`config.mk`:
```
export PLATFORM = sky130hd
export DESIGN_NAME = e1_ts0_oh_tx
export DESIGN_NICKNAME = d
export VERILOG_FILES = /design/src/rtl/e1_oh_pkg.sv /design/src/rtl/e1_oh_timing.sv /design/src/rtl/e1_oh_builder.sv /design/src/rtl/e1_oh_serializer.sv /design/src/rtl/e1_oh_flags.sv /design/src/rtl/e1_ts0_oh_tx.sv
export SDC_FILE = /design/constraint.sdc
export NUM_CORES = 1
export LEC_CHECK = 0
export ABC_CLOCK_PERIOD_IN_PS = 2800
export BUFFER_PORTS_ARGS = -buffer_cell sky130_fd_sc_hd__buf_2
export CAP_MARGIN = 0
export CORE_MARGIN = 1.5
export CORE_UTILIZATION = 31
export CTS_BUF_LIST = sky130_fd_sc_hd__clkbuf_2
export DETAILED_ROUTE_END_ITERATION = 8
export GPL_ROUTABILITY_DRIVEN = 0
export GPL_TIMING_DRIVEN = 0
export PLACE_DENSITY = 0.61
export REMOVE_ABC_BUFFERS = 1
export SKIP_CTS_REPAIR_TIMING = 1
export SYNTH_ARGS = -nofsm -noshare
export SYNTH_HDL_FRONTEND = slang
export SYNTH_SLANG_ARGS = --single-unit
```
`constraint.sdc`:
```
create_clock -name clk -period 2.8 [get_ports clk]
set_clock_uncertainty 0.2 [all_clocks]
set_input_delay 0.56 -clock clk [delete_from_list [all_inputs] [get_ports clk]]
set_output_delay 0.56 -clock clk [all_outputs]
set_load 0.1 [all_outputs]
```
`src/rtl/e1_oh_pkg.sv`:
```
package e1_oh_pkg;

  localparam int OH_BITS   = 8;
  localparam int MF_FRAMES = 16;
  localparam int MF_WORD   = MF_FRAMES / 2;
  localparam int SA_NUM    = 5;
  localparam int SEL_W     = 2 + SA_NUM;
  localparam int IDX_W     = $clog2(MF_FRAMES);
  localparam int POS_W     = $clog2(MF_WORD);
  localparam int CNT_W     = $clog2(OH_BITS);

  localparam int SEL_SI  = 0;
  localparam int SEL_RAI = 1;
  localparam int SEL_SA0 = 2;

  localparam logic [OH_BITS-2:0] FAS_PATTERN = 7'b0011011;

  typedef struct packed {
    logic [OH_BITS-1:0] af;
    logic [OH_BITS-1:0] naf;
    logic [SEL_W-1:0]   sel;
  } df_src_t;

  typedef struct packed {
    logic [MF_WORD-1:0]        si_af;
    logic [MF_WORD-1:0]        si_naf;
    logic [MF_WORD-1:0]        rai;
    logic [SA_NUM*MF_WORD-1:0] sa;
  } mf_src_t;

endpackage

```
`src/rtl/e1_oh_timing.sv`:
```
module e1_oh_timing
  import e1_oh_pkg::*;
(
  input  logic             clk,
  input  logic             rst_n,
  input  logic             bit_en,
  input  logic             frame_sync,
  input  logic             mframe_sync,
  output logic             fr_start,
  output logic             df_start,
  output logic             mf_start,
  output logic             frm_align,
  output logic [POS_W-1:0] frm_pos
);

  logic [IDX_W-1:0] idx_q;
  logic [IDX_W-1:0] idx_d;
  logic [IDX_W-1:0] cur_idx;

  always_comb begin
    cur_idx   = mframe_sync ? '0 : idx_q + 1'b1;
    fr_start  = bit_en & frame_sync;
    mf_start  = fr_start & mframe_sync;
    frm_align = ~cur_idx[0];
    df_start  = fr_start & frm_align;
    frm_pos   = cur_idx[IDX_W-1:1];
    idx_d     = fr_start ? cur_idx : idx_q;
  end

  always_ff @(posedge clk or negedge rst_n) begin
    if (!rst_n) idx_q <= '1;
    else        idx_q <= idx_d;
  end

endmodule

```
`src/rtl/e1_oh_builder.sv`:
```
module e1_oh_builder
  import e1_oh_pkg::*;
(
  input  logic               frm_align,
  input  logic [POS_W-1:0]   frm_pos,
  input  df_src_t            df,
  input  mf_src_t            mf,
  output logic [OH_BITS-1:0] frm_byte
);

  logic [POS_W-1:0]  mpos;
  logic [SA_NUM-1:0] sa_bit;
  logic              si_mf;
  logic              si_bit;
  logic              rai_bit;
  logic              unused_bits;

  assign mpos        = POS_W'(MF_WORD - 1) - frm_pos;
  assign unused_bits = ^{df.af[OH_BITS-2:0], df.naf[OH_BITS-2]};

  for (genvar j = 0; j < SA_NUM; j++) begin : g_sa
    logic [MF_WORD-1:0] word;
    assign word      = mf.sa[j*MF_WORD +: MF_WORD];
    assign sa_bit[j] = df.sel[SEL_SA0+j] ? word[mpos] : df.naf[SA_NUM-1-j];
  end

  always_comb begin
    si_mf   = frm_align ? mf.si_af[mpos] : mf.si_naf[mpos];
    si_bit  = df.sel[SEL_SI] ? si_mf
                             : (frm_align ? df.af[OH_BITS-1] : df.naf[OH_BITS-1]);
    rai_bit = df.sel[SEL_RAI] ? mf.rai[mpos] : df.naf[OH_BITS-3];
    if (frm_align) begin
      frm_byte = {si_bit, FAS_PATTERN};
    end else begin
      frm_byte            = '0;
      frm_byte[OH_BITS-1] = si_bit;
      frm_byte[OH_BITS-2] = 1'b1;
      frm_byte[OH_BITS-3] = rai_bit;
      for (int j = 0; j < SA_NUM; j++) begin
        frm_byte[SA_NUM-1-j] = sa_bit[j];
      end
    end
  end

endmodule

```
`src/rtl/e1_oh_serializer.sv`:
```
module e1_oh_serializer
  import e1_oh_pkg::*;
(
  input  logic               clk,
  input  logic               rst_n,
  input  logic               bit_en,
  input  logic               fr_start,
  input  logic [OH_BITS-1:0] frm_byte,
  output logic               oh_bit,
  output logic               oh_ins
);

  logic [OH_BITS-1:0] sh_q, sh_d;
  logic [CNT_W-1:0]   cnt_q, cnt_d;
  logic               bit_q, bit_d;
  logic               ins_q, ins_d;

  always_comb begin
    sh_d  = sh_q;
    cnt_d = cnt_q;
    bit_d = bit_q;
    ins_d = ins_q;
    if (bit_en) begin
      if (fr_start) begin
        bit_d = frm_byte[OH_BITS-1];
        sh_d  = {frm_byte[OH_BITS-2:0], 1'b0};
        cnt_d = CNT_W'(OH_BITS - 1);
        ins_d = 1'b1;
      end else if (cnt_q != '0) begin
        bit_d = sh_q[OH_BITS-1];
        sh_d  = {sh_q[OH_BITS-2:0], 1'b0};
        cnt_d = cnt_q - 1'b1;
        ins_d = 1'b1;
      end else begin
        bit_d = 1'b0;
        ins_d = 1'b0;
      end
    end
  end

  always_ff @(posedge clk or negedge rst_n) begin
    if (!rst_n) begin
      sh_q  <= '0;
      cnt_q <= '0;
      bit_q <= 1'b0;
      ins_q <= 1'b0;
    end else begin
      sh_q  <= sh_d;
      cnt_q <= cnt_d;
      bit_q <= bit_d;
      ins_q <= ins_d;
    end
  end

  assign oh_bit = bit_q;
  assign oh_ins = ins_q;

  AST_INS_HOLD: assert property (@(posedge clk) disable iff (!rst_n)
    !bit_en |=> ($stable(oh_ins) && $stable(oh_bit)));
  AST_INS_START: assert property (@(posedge clk) disable iff (!rst_n)
    (bit_en && fr_start) |=> oh_ins);
  AST_INS_STOP: assert property (@(posedge clk) disable iff (!rst_n)
    (bit_en && !fr_start && cnt_q == '0) |=> (!oh_ins && !oh_bit));

endmodule

```
`src/rtl/e1_oh_flags.sv`:
```
module e1_oh_flags #(
  parameter int N = 2
) (
  input  logic         clk,
  input  logic         rst_n,
  input  logic [N-1:0] set,
  input  logic [N-1:0] clr,
  output logic [N-1:0] flag
);

  for (genvar i = 0; i < N; i++) begin : g_flag
    logic flag_q, flag_d;

    always_comb begin
      flag_d = set[i] | (flag_q & ~clr[i]);
    end

    always_ff @(posedge clk or negedge rst_n) begin
      if (!rst_n) flag_q <= 1'b0;
      else        flag_q <= flag_d;
    end

    assign flag[i] = flag_q;

    AST_FLAG_SET: assert property (@(posedge clk) disable iff (!rst_n)
      set[i] |=> flag[i]);
    AST_FLAG_CLR: assert property (@(posedge clk) disable iff (!rst_n)
      (clr[i] && !set[i]) |=> !flag[i]);
    AST_FLAG_KEEP: assert property (@(posedge clk) disable iff (!rst_n)
      (!clr[i] && !set[i]) |=> $stable(flag[i]));
  end

endmodule

```
`src/rtl/e1_ts0_oh_tx.sv`:
```
module e1_ts0_oh_tx
  import e1_oh_pkg::*;
(
  input  logic                      clk,
  input  logic                      rst_n,
  input  logic                      bit_en,
  input  logic                      frame_sync,
  input  logic                      mframe_sync,
  input  logic [OH_BITS-1:0]        host_af,
  input  logic [OH_BITS-1:0]        host_naf,
  input  logic [MF_WORD-1:0]        host_si_af,
  input  logic [MF_WORD-1:0]        host_si_naf,
  input  logic [MF_WORD-1:0]        host_rai_mf,
  input  logic [SA_NUM*MF_WORD-1:0] host_sa_mf,
  input  logic [SEL_W-1:0]          host_sel,
  input  logic                      df_clr,
  input  logic                      mf_clr,
  output logic                      oh_bit,
  output logic                      oh_ins,
  output logic                      df_flag,
  output logic                      mf_flag
);

  logic [1:0] rst_sync_q;
  logic       rst_n_int;

  always_ff @(posedge clk or negedge rst_n) begin
    if (!rst_n) rst_sync_q <= '0;
    else        rst_sync_q <= {rst_sync_q[0], 1'b1};
  end
  assign rst_n_int = rst_sync_q[1];

  logic             fr_start, df_start, mf_start, frm_align;
  logic [POS_W-1:0] frm_pos;

  e1_oh_timing u_timing (
    .clk         (clk),
    .rst_n       (rst_n_int),
    .bit_en      (bit_en),
    .frame_sync  (frame_sync),
    .mframe_sync (mframe_sync),
    .fr_start    (fr_start),
    .df_start    (df_start),
    .mf_start    (mf_start),
    .frm_align   (frm_align),
    .frm_pos     (frm_pos)
  );

  df_src_t df_live, df_sh_q, df_sh_d;
  mf_src_t mf_live, mf_sh_q, mf_sh_d;

  always_comb begin
    df_live.af     = host_af;
    df_live.naf    = host_naf;
    df_live.sel    = host_sel;
    mf_live.si_af  = host_si_af;
    mf_live.si_naf = host_si_naf;
    mf_live.rai    = host_rai_mf;
    mf_live.sa     = host_sa_mf;
    df_sh_d        = df_start ? df_live : df_sh_q;
    mf_sh_d        = mf_start ? mf_live : mf_sh_q;
  end

  always_ff @(posedge clk or negedge rst_n_int) begin
    if (!rst_n_int) begin
      df_sh_q <= '0;
      mf_sh_q <= '0;
    end else begin
      df_sh_q <= df_sh_d;
      mf_sh_q <= mf_sh_d;
    end
  end

  logic [OH_BITS-1:0] frm_byte;

  e1_oh_builder u_builder (
    .frm_align (frm_align),
    .frm_pos   (frm_pos),
    .df        (df_sh_d),
    .mf        (mf_sh_d),
    .frm_byte  (frm_byte)
  );

  e1_oh_serializer u_ser (
    .clk      (clk),
    .rst_n    (rst_n_int),
    .bit_en   (bit_en),
    .fr_start (fr_start),
    .frm_byte (frm_byte),
    .oh_bit   (oh_bit),
    .oh_ins   (oh_ins)
  );

  logic [1:0] flag_vec;

  e1_oh_flags #(.N(2)) u_flags (
    .clk   (clk),
    .rst_n (rst_n_int),
    .set   ({mf_start, df_start}),
    .clr   ({mf_clr, df_clr}),
    .flag  (flag_vec)
  );

  assign df_flag = flag_vec[0];
  assign mf_flag = flag_vec[1];

  AST_MF_SETS_BOTH: assert property (@(posedge clk) disable iff (!rst_n_int)
    mf_start |=> (df_flag && mf_flag && oh_ins));

endmodule

```
# Word level (Yosys, flattened, before mapping)
# Cells that the tools add are included.
[totals]
regBits = 108
elab_cells = 71
[classes]
bitwise_logic = 10
n_reduce_logical = 3
n_mux = 37
n_lt_le_gt_ge = 1
n_addsub = 3
[ops]
columns = ["cell", "count"]
rows = [
  ["$mux W64", 1],
  ["$bmux W1 S3", 8],
  ["$mux W23", 1],
  ["$mux W1", 21],
  ["$mux W8", 2],
  ["$mux W7", 1],
  ["$mux W3", 2],
  ["$and A1 B1 Y1", 5],
  ["$add A4 B1 Y4 const B", 1],
  ["$lt A3 B4 Y1 const B", 1],
  ["$mux W4", 1],
  ["$not A1 Y1", 3],
  ["$reduce_bool A3 Y1", 1],
  ["$sub A3 B1 Y3 const B", 1],
  ["$sub A3 B3 Y3 const A", 1],
  ["$or A1 B1 Y1", 2],
  ["$reduce_and A2 Y1", 1],
  ["$reduce_bool A2 Y1", 1],
]

# Logic depth before layout (Yosys ltp)
# Gate-level depths: netlist (run 1).
[depth]
word_depth = 8
depth_mapped = 8

# Cells and area by module
# From an unflattened synthesis (run 1), not the netlist that was laid out.
[hier_totals]
hier_cells = 322
hier_area_um2 = 5175.0
[by_module_without_submodules]
columns = ["mod", "n_inst", "seq_area_each_um2", "cells_per_inst", "area_each_um2"]
rows = [
  ["e1_ts0_oh_tx", 1, 2227.1, 186, 3589.7],
  ["e1_oh_serializer", 1, 300.3, 47, 620.6],
  ["e1_oh_builder", 1, 0.0, 55, 606.8],
  ["e1_oh_timing", 1, 105.1, 26, 270.3],
  ["e1_oh_flags", 1, 50.0, 8, 87.6],
]

# Worst setup path after synthesis (run 1)
# Ideal clock, no wire load.
[synth_path]
path_kind = "reg2reg"
start = "register u_timing.idx_q[0]"
end = "register u_ser.sh_q[1]"
path_stages_with_launch = 8
setup_slack_ps = 500
period_less_slack_ps = 2300
t_arrival_ps = 1959
path_buffers = 2
t_required_ps = 2458
path_cell_list = "dfstp_2 > ha_1 > buf_2 > clkbuf_1 > mux2i_1 > nor2_1 > o311ai_0 > o211ai_1"
[synth_via]
elab_chain_len = 8
elab_cells_between_ends = 11
[synth_rtl]
columns = ["element", "line", "rtl"]
rows = [
  ["start: declaration", "e1_oh_timing.sv:16", "logic [IDX_W-1:0] idx_q;"],
  ["start signal: assignment", "e1_oh_timing.sv:32", "else idx_q <= idx_d;"],
  ["$add A4 B1 Y4 (*)", "e1_oh_timing.sv:21", "cur_idx = mframe_sync ? '0 : idx_q + 1'b1;"],
  ["$mux W4 (*)", "e1_oh_timing.sv:21", ""],
  ["$sub A3 B3 Y3 or $not A1 Y1 (tied branches)", "e1_oh_builder.sv:18, e1_oh_timing.sv:24", ""],
  ["$bmux W1 S3 or $and A1 B1 Y1 (tied branches)", "e1_oh_builder.sv:24, e1_oh_timing.sv:25", ""],
  ["$mux W1 (not written as such) or $mux W23 (tied branches)", "e1_oh_builder.sv:24, e1_ts0_oh_tx.sv:60", ""],
  ["$mux W1", "e1_oh_builder.sv:24", "assign sa_bit[j] = df.sel[SEL_SA0+j] ? word[mpos] : df.naf[SA_NUM-1-j];"],
  ["$mux W7 (*)", "e1_oh_builder.sv:32", "if (frm_align) begin"],
  ["$mux W8 (*)", "e1_oh_serializer.sv:24", "if (fr_start) begin"],
  ["end signal: assignment", "e1_oh_serializer.sv:43", "sh_q <= '0;"],
  ["end signal: assignment", "e1_oh_serializer.sv:48", "sh_q <= sh_d;"],
  ["end: declaration", "e1_oh_serializer.sv:13", "logic [OH_BITS-1:0] sh_q, sh_d;"],
]
# Mark *: on every way between the ends. The rest lies on a longest branch, timed or not. The select of a mux whose other input is x is not followed.
# A chain may end at the register's enable or synchronous reset.

# Worst setup path after layout (run 1)
[layout_path]
start = "register u_timing.idx_q[0]"
end = "register u_ser.sh_q[2]"
# The elaborated chain is that of the path after synthesis.

==> results of run 1 <==
## per-stage QoR
stage / setup TNS (ns) / util (%) / worst slack, ns / power [mW] / hold WS, ns
2_1_floorplan: -29.90 / - / -0.325 / 2.47 / 0.0644
3_3_place_gp: -137.43 / 35.9 / -1.46 / 2.71 / 0.138
3_5_place_dp: -2.40 / 36.2 / -0.608 / 2.76 / 0.126
4_1_cts: -1.66 / 36.9 / -0.576 / 3.45 / -0.546
5_1_grt: 0 / 42.8 / 0.0611 / 3.73 / 0.155
6_report: 0 / 42.8 / 0.154 / 3.51 / 0.101
## sequential cells by signal, indices dropped and copies added, names as in the netlist
name                   flops
u_ser.oh_ins               1
df_sh_q                   14
mf_sh_q                   64
u_ser.sh_q                 7
u_flags.g_flag.flag_q      2
u_timing.idx_q             4
u_ser.oh_bit               1
u_ser.cnt_q                3
rst_sync_q                 2
## layout make-up
cell class / instances / area [µm²]
Fill cell: 1406 / 8370
Sequential cell: 98 / 2460
Multi-Input combinational cell: 245 / 2120
Timing Repair Buffer: 173 / 1310
Tap cell: 184 / 230
Clock buffer: 12 / 60.1
Inverter: 13 / 48.8
Clock inverter: 4 / 43.8
## where the power goes
part           leakage [nW]  internal (mW)  switching (mW)
clock                0.0734          0.212           0.462
combinational          1.60          0.532           0.469
sequential             1.15           1.68           0.149
## critical path: stages (launching register included)
cell and delay [ns]:
dfstp_2 0.69, ha_4 0.18, xor2_2 0.61, o21ai_0 0.33, a41o_1 0.27, a311o_1 0.27
## synth_stat cells (all sizes together) (3+ instances only)
cell type   n
clkbuf      5
nand2      22
a2bb2oi     3
dfstp       4
buf        14
and3        5
a21oi       7
mux4        4
nor2       13
a21o        3
nand2b      7
nor3        4
o22a        3
dfrtp      94
inv        13
ha          3
mux2       78
nand3       4
o21ai      20
a41oi       3
a21boi      3
nor2b       3
mux2i      17
o211ai      8
## routing by layer
metal	vias up	wire, µm
li1	1697	-
met1	1749	5270
met2	75	5820
met3	10	471
met4	0	147
met5	-	0
## logic make-up after synthesis
kind of cell	synth area share, %
simple gates	7.28
compound gates	11.3
other cells	0.0802
flops	52.6
mux	24.4
xor+xnor	0.562
buf+inv	3.00
fa+ha+maj	0.803
## worst max-delay path by stage
stage / to / from / cells past startpoint / slack [ns]
CTS: u_ser.sh_q[6]$_DFFE_PN0P_ / u_timing.idx_q[0]$_DFFE_PN1N_ / 6 / -0.58
floorplan: df_sh_q[0]$_DFF_PN0_ / rst_sync_q[1]$_DFF_PN0_ / 0 / -0.32
global placement: u_flags.g_flag[0].flag_q$_DFF_PN0_ / rst_sync_q[1]$_DFF_PN0_ / 0 / -1.46
finish: u_ser.sh_q[2]$_DFFE_PN0P_ / u_timing.idx_q[0]$_DFFE_PN1N_ / 5 / 0.15
global route: u_ser.sh_q[2]$_DFFE_PN0P_ / u_timing.idx_q[0]$_DFFE_PN1N_ / 5 / 0.06
detailed placement: u_ser.sh_q[2]$_DFFE_PN0P_ / bit_en / 6 / -0.61
==> impl_metrics.ini, run 1 <==
[outcome]
status = finished with violations
violations = design-rule violations

[grt]
met1_usage_pct = 18.3
grtUsageTotal_pct = 14.2
antenna_found_initial = 0
met3_usage_pct = 3.82
gr-total-overflow = 0
globalRoute.busiestLayer = met2
grt_pass1_wl_mm = 17.5
grt_start_max_net_pins = 68
gr-usage-met2_pct = 22.8
grt_pass1_vias = 3391

[synthesis]
synth_warnings = 0
async_reset_ff_share_pct = 100
synth-edff-count = 0
netlist_instances = 374
synthTopCellsByArea = dfrtp_1, mux2_2, mux2i_1
ys_ff_latch = 98
synth_top_area_share_pct = 50.3
synth.distinct_cells = 55
yosys.area.top_type = dfrtp_1
ys_seq_area_share_pct = 52.6
syn_area_um2 = 4680
synth.avg_cell_area_um2 = 12.5
ys.flop_type = dfrtp_1

[finish]
final_common_cell = dfrtp_1
drive_above_1_share_pct = 37.6
n_antenna_cell = 0
finalInstanceArea_um2 = 6270
final_cell_mix = dfrtp_1, buf_2, dlygate4sd3_1, mux2_2, nand2_1
stdcell_count = 729
fin_nets = 637
area_growth_pct = 34.1

[placement]
hpwl_mm = 7.76
dpl_cell_area_um2 = 5310
dp_cells = 630
port_buffers = 89

[critical_path]
worstPathRequired_ns = 3.09
crit_type = reg -> reg
r2r-start = u_timing.idx_q[0]$_DFFE_PN1N_
r2r-end = u_ser.sh_q[2]$_DFFE_PN0P_
critPathCaptureType = flip-flop
rr_worst_depth = 5
cp_data_arrival_time_ns = 2.94
cp-start-kind = flip-flop
cp_max_fo = 12
reg2reg_slack_ns = 0.15

[floorplanning]
num_io_pins = 98
fp.dieH_um = 126
start_util_pct = 31.9
core_um2 = 14600
dieArea_um2 = 15800
num_rows = 44
die_w_um = 126

[route]
wl_per_cell_um = 16.1
ant_nets = 0
drt-total-wl_mm = 11.7
via_per_inst = 4.84
drt-initial-drc-count = 123
dr.pass1.iters = 8
route.vias.total = 3531
drc = 2

[sta]
min_period_ns = 2.65
worst_slew_pin_slew_ns = 0.936
max_freq_mhz = 378
finalMaxSlewViolations = 0
slew_headroom_pct = 37.6
rsz0062_at_grt = false
setup_viol_count_final = 0
finalHoldViolCount = 0
fin_crit_sh_pct = 94.5

[power_and_ir_drop]
leakagePower_nw = 2.82
vdd_ir_drop_max_v = 0.000287
p_per_area_nw_per_um2 = 559

[clocking]
clk_latency_ns = 0.59
clock-sinks = 98
clkTransAtPathRegs_ns = 0.26
root_buffer = clkbuf_2
cts_buffers = 9
cts_tree = yes
cts.path.max_buffers = 2
cts_max_level = 3

[min_path]
min_path_type = reg -> async

[job]
maxCapViolCount = 0
Note: power is estimated with default switching activity, not from simulation.
==> inputs of run 2 (changes only) <==
- CORE_UTILIZATION: 31 -> 50
- PLACE_DENSITY: 0.61 -> 0.86
- SLEW_MARGIN: not set -> 10
==> impl_metrics.ini, run 2 (synthesis gave the netlist of run 1 again) <==
[outcome]
status = finished, final reports clean

[grt]
gr-total-overflow = 0
antenna_found_initial = 0
grt_pass1_wl_mm = 16.0
grt_pass1_vias = 3422
grtUsageTotal_pct = 20.6
grt_start_max_net_pins = 68

[critical_path]
cp_max_fo = 14
critPathCaptureType = flip-flop
crit_type = reg -> reg
cp_data_arrival_time_ns = 2.77
worstPathRequired_ns = 3.02
cp-start-kind = flip-flop

[route]
drt-total-wl_mm = 10.5
via_per_inst = 5.66
wl_per_cell_um = 17.3
route.vias.total = 3437
dr.pass1.iters = 4
ant_nets = 0
drc = 0
drt-initial-drc-count = 219

[sta]
finalHoldViolCount = 0
max_freq_mhz = 392
worst_slew_pin_slew_ns = 0.892
fin_hold_ws_ns = 0.0598
setup_viol_count_final = 0
finalMaxSlewViolations = 0
fin_crit_sh_pct = 91.0
setup_tns_ns = 0
min_period_ns = 2.55
rsz0062_at_grt = false
slew_headroom_pct = 40.5

[floorplanning]
dieArea_um2 = 9940
num_io_pins = 98
start_util_pct = 51.1
core_um2 = 9150
die_w_um = 99.7
fp.dieH_um = 99.7
num_rows = 35

[finish]
area_growth_pct = 21.9
reg.largest.list = mf_sh_q x64, df_sh_q x14, u_ser.sh_q x7
final_common_cell = dfrtp_1
finalInstanceArea_um2 = 5700
final_cell_mix = dfrtp_1, buf_2, mux2_2, dlygate4sd3_1, nand2_1
largest_reg_flops = 64
drive_above_1_share_pct = 41.1
fin_nets = 588
n_antenna_cell = 0
regMostFlops = mf_sh_q

[job]
maxCapViolCount = 0

[placement]
dpl_cell_area_um2 = 5200
hpwl_mm = 7.05
port_buffers = 89

[power_and_ir_drop]
leakagePower_nw = 2.61
vdd_ir_drop_max_v = 0.000392
p_per_area_nw_per_um2 = 602

[clocking]
clk_latency_ns = 0.53
cts_buffers = 9
root_buffer = clkbuf_2
clock-sinks = 98
cts_max_level = 3
clkTransAtPathRegs_ns = 0.23
cts_tree = yes
cts.path.max_buffers = 2

[min_path]
min_path_type = in -> reg
==> run 2: cell count changes in the layout (fill, tap and decap cells not counted) <==
| cell | previous run | this run |
|---|---|---|
| dlygate4sd3_1 | 82 | 34 |
| mux2i_2 | 1 | 0 |
| buf_6 | 1 | 0 |
| mux2i_4 | 0 | 1 |
| clkbuf_2 | 12 | 10 |
| clkinvlp_4 | 0 | 2 |
==> run 2: through the flow <==
| step | total power, mW | instances | utilization [%] | setup WS (ns) |
|---|---|---|---|---|
| 4_1_cts | 3.39 | 572 | 58.0 | -0.418 |
| 5_1_grt | 3.62 | 607 | 62.3 | 0.150 |
| 3_3_place_gp | 2.68 | 555 | 56.5 | -1.27 |
| 3_5_place_dp | 2.75 | 556 | 56.9 | -0.572 |
| 2_1_floorplan | 2.47 | 355 | - | -0.325 |
| 6_report | 3.43 | 607 | 62.3 | 0.251 |
==> run 2: report_power, final <==
part | switching, mW | leakage (nW) | total (mW) | internal (mW)
registers | 0.150 | 1.15 | 1.83 | 1.68
logic | 0.457 | 1.39 | 0.946 | 0.488
clock network | 0.449 | 0.0654 | 0.652 | 0.203
total | 1.06 | 2.61 | 3.43 | 2.37
==> run 2: worst paths after layout <==
| path | from | endpoint | slack (ns) | depth (start not counted) |
|---|---|---|---|---|
| max | u_timing.idx_q[0]$_DFFE_PN1N_ | u_ser.sh_q[2]$_DFFE_PN0P_ | 0.25 | 5 |
| min | host_si_af[0] | mf_sh_q[56]$_DFF_PN0_ | 0.06 | 2 |
| max in group asynchronous | rst_sync_q[1]$_DFF_PN0_ | u_timing.idx_q[3]$_DFFE_PN1N_ | 1.53 | 1 |
| min in group asynchronous | rst_n | rst_sync_q[1]$_DFF_PN0_ | 0.08 | 2 |
| max reg2reg | u_timing.idx_q[0]$_DFFE_PN1N_ | u_ser.sh_q[2]$_DFFE_PN0P_ | 0.25 | 5 |
| min reg2reg | rst_sync_q[1]$_DFF_PN0_ | mf_sh_q[25]$_DFF_PN0_ | 0.11 | 0 |
==> run 2: per-layer routing <==
layer	vias to the layer above	global-route usage [%]	part of all wire (%)
met2	113	34.6	51
met1	1711	25.9	41
met5	-	0	0
met3	24	4.64	5.0
li1	1589	-	-
met4	0	8.34	2.5
==> run 2: area by class of cell <==
class	instances	area [µm²]
flip-flops and latches	98	2460
inverters	13	48.8
clock inverters	6	58.8
fillers	707	3450
clock buffers	10	50.0
well taps	111	139
repair buffers	124	813
multi-input cells	245	2130
==> run 2: critical path: stages (launching register included) <==
cell	delay, ns
dfstp_2	0.67
and3_4	0.25
mux2_2	0.49
and3_1	0.24
o311a_1	0.29
a311o_1	0.32
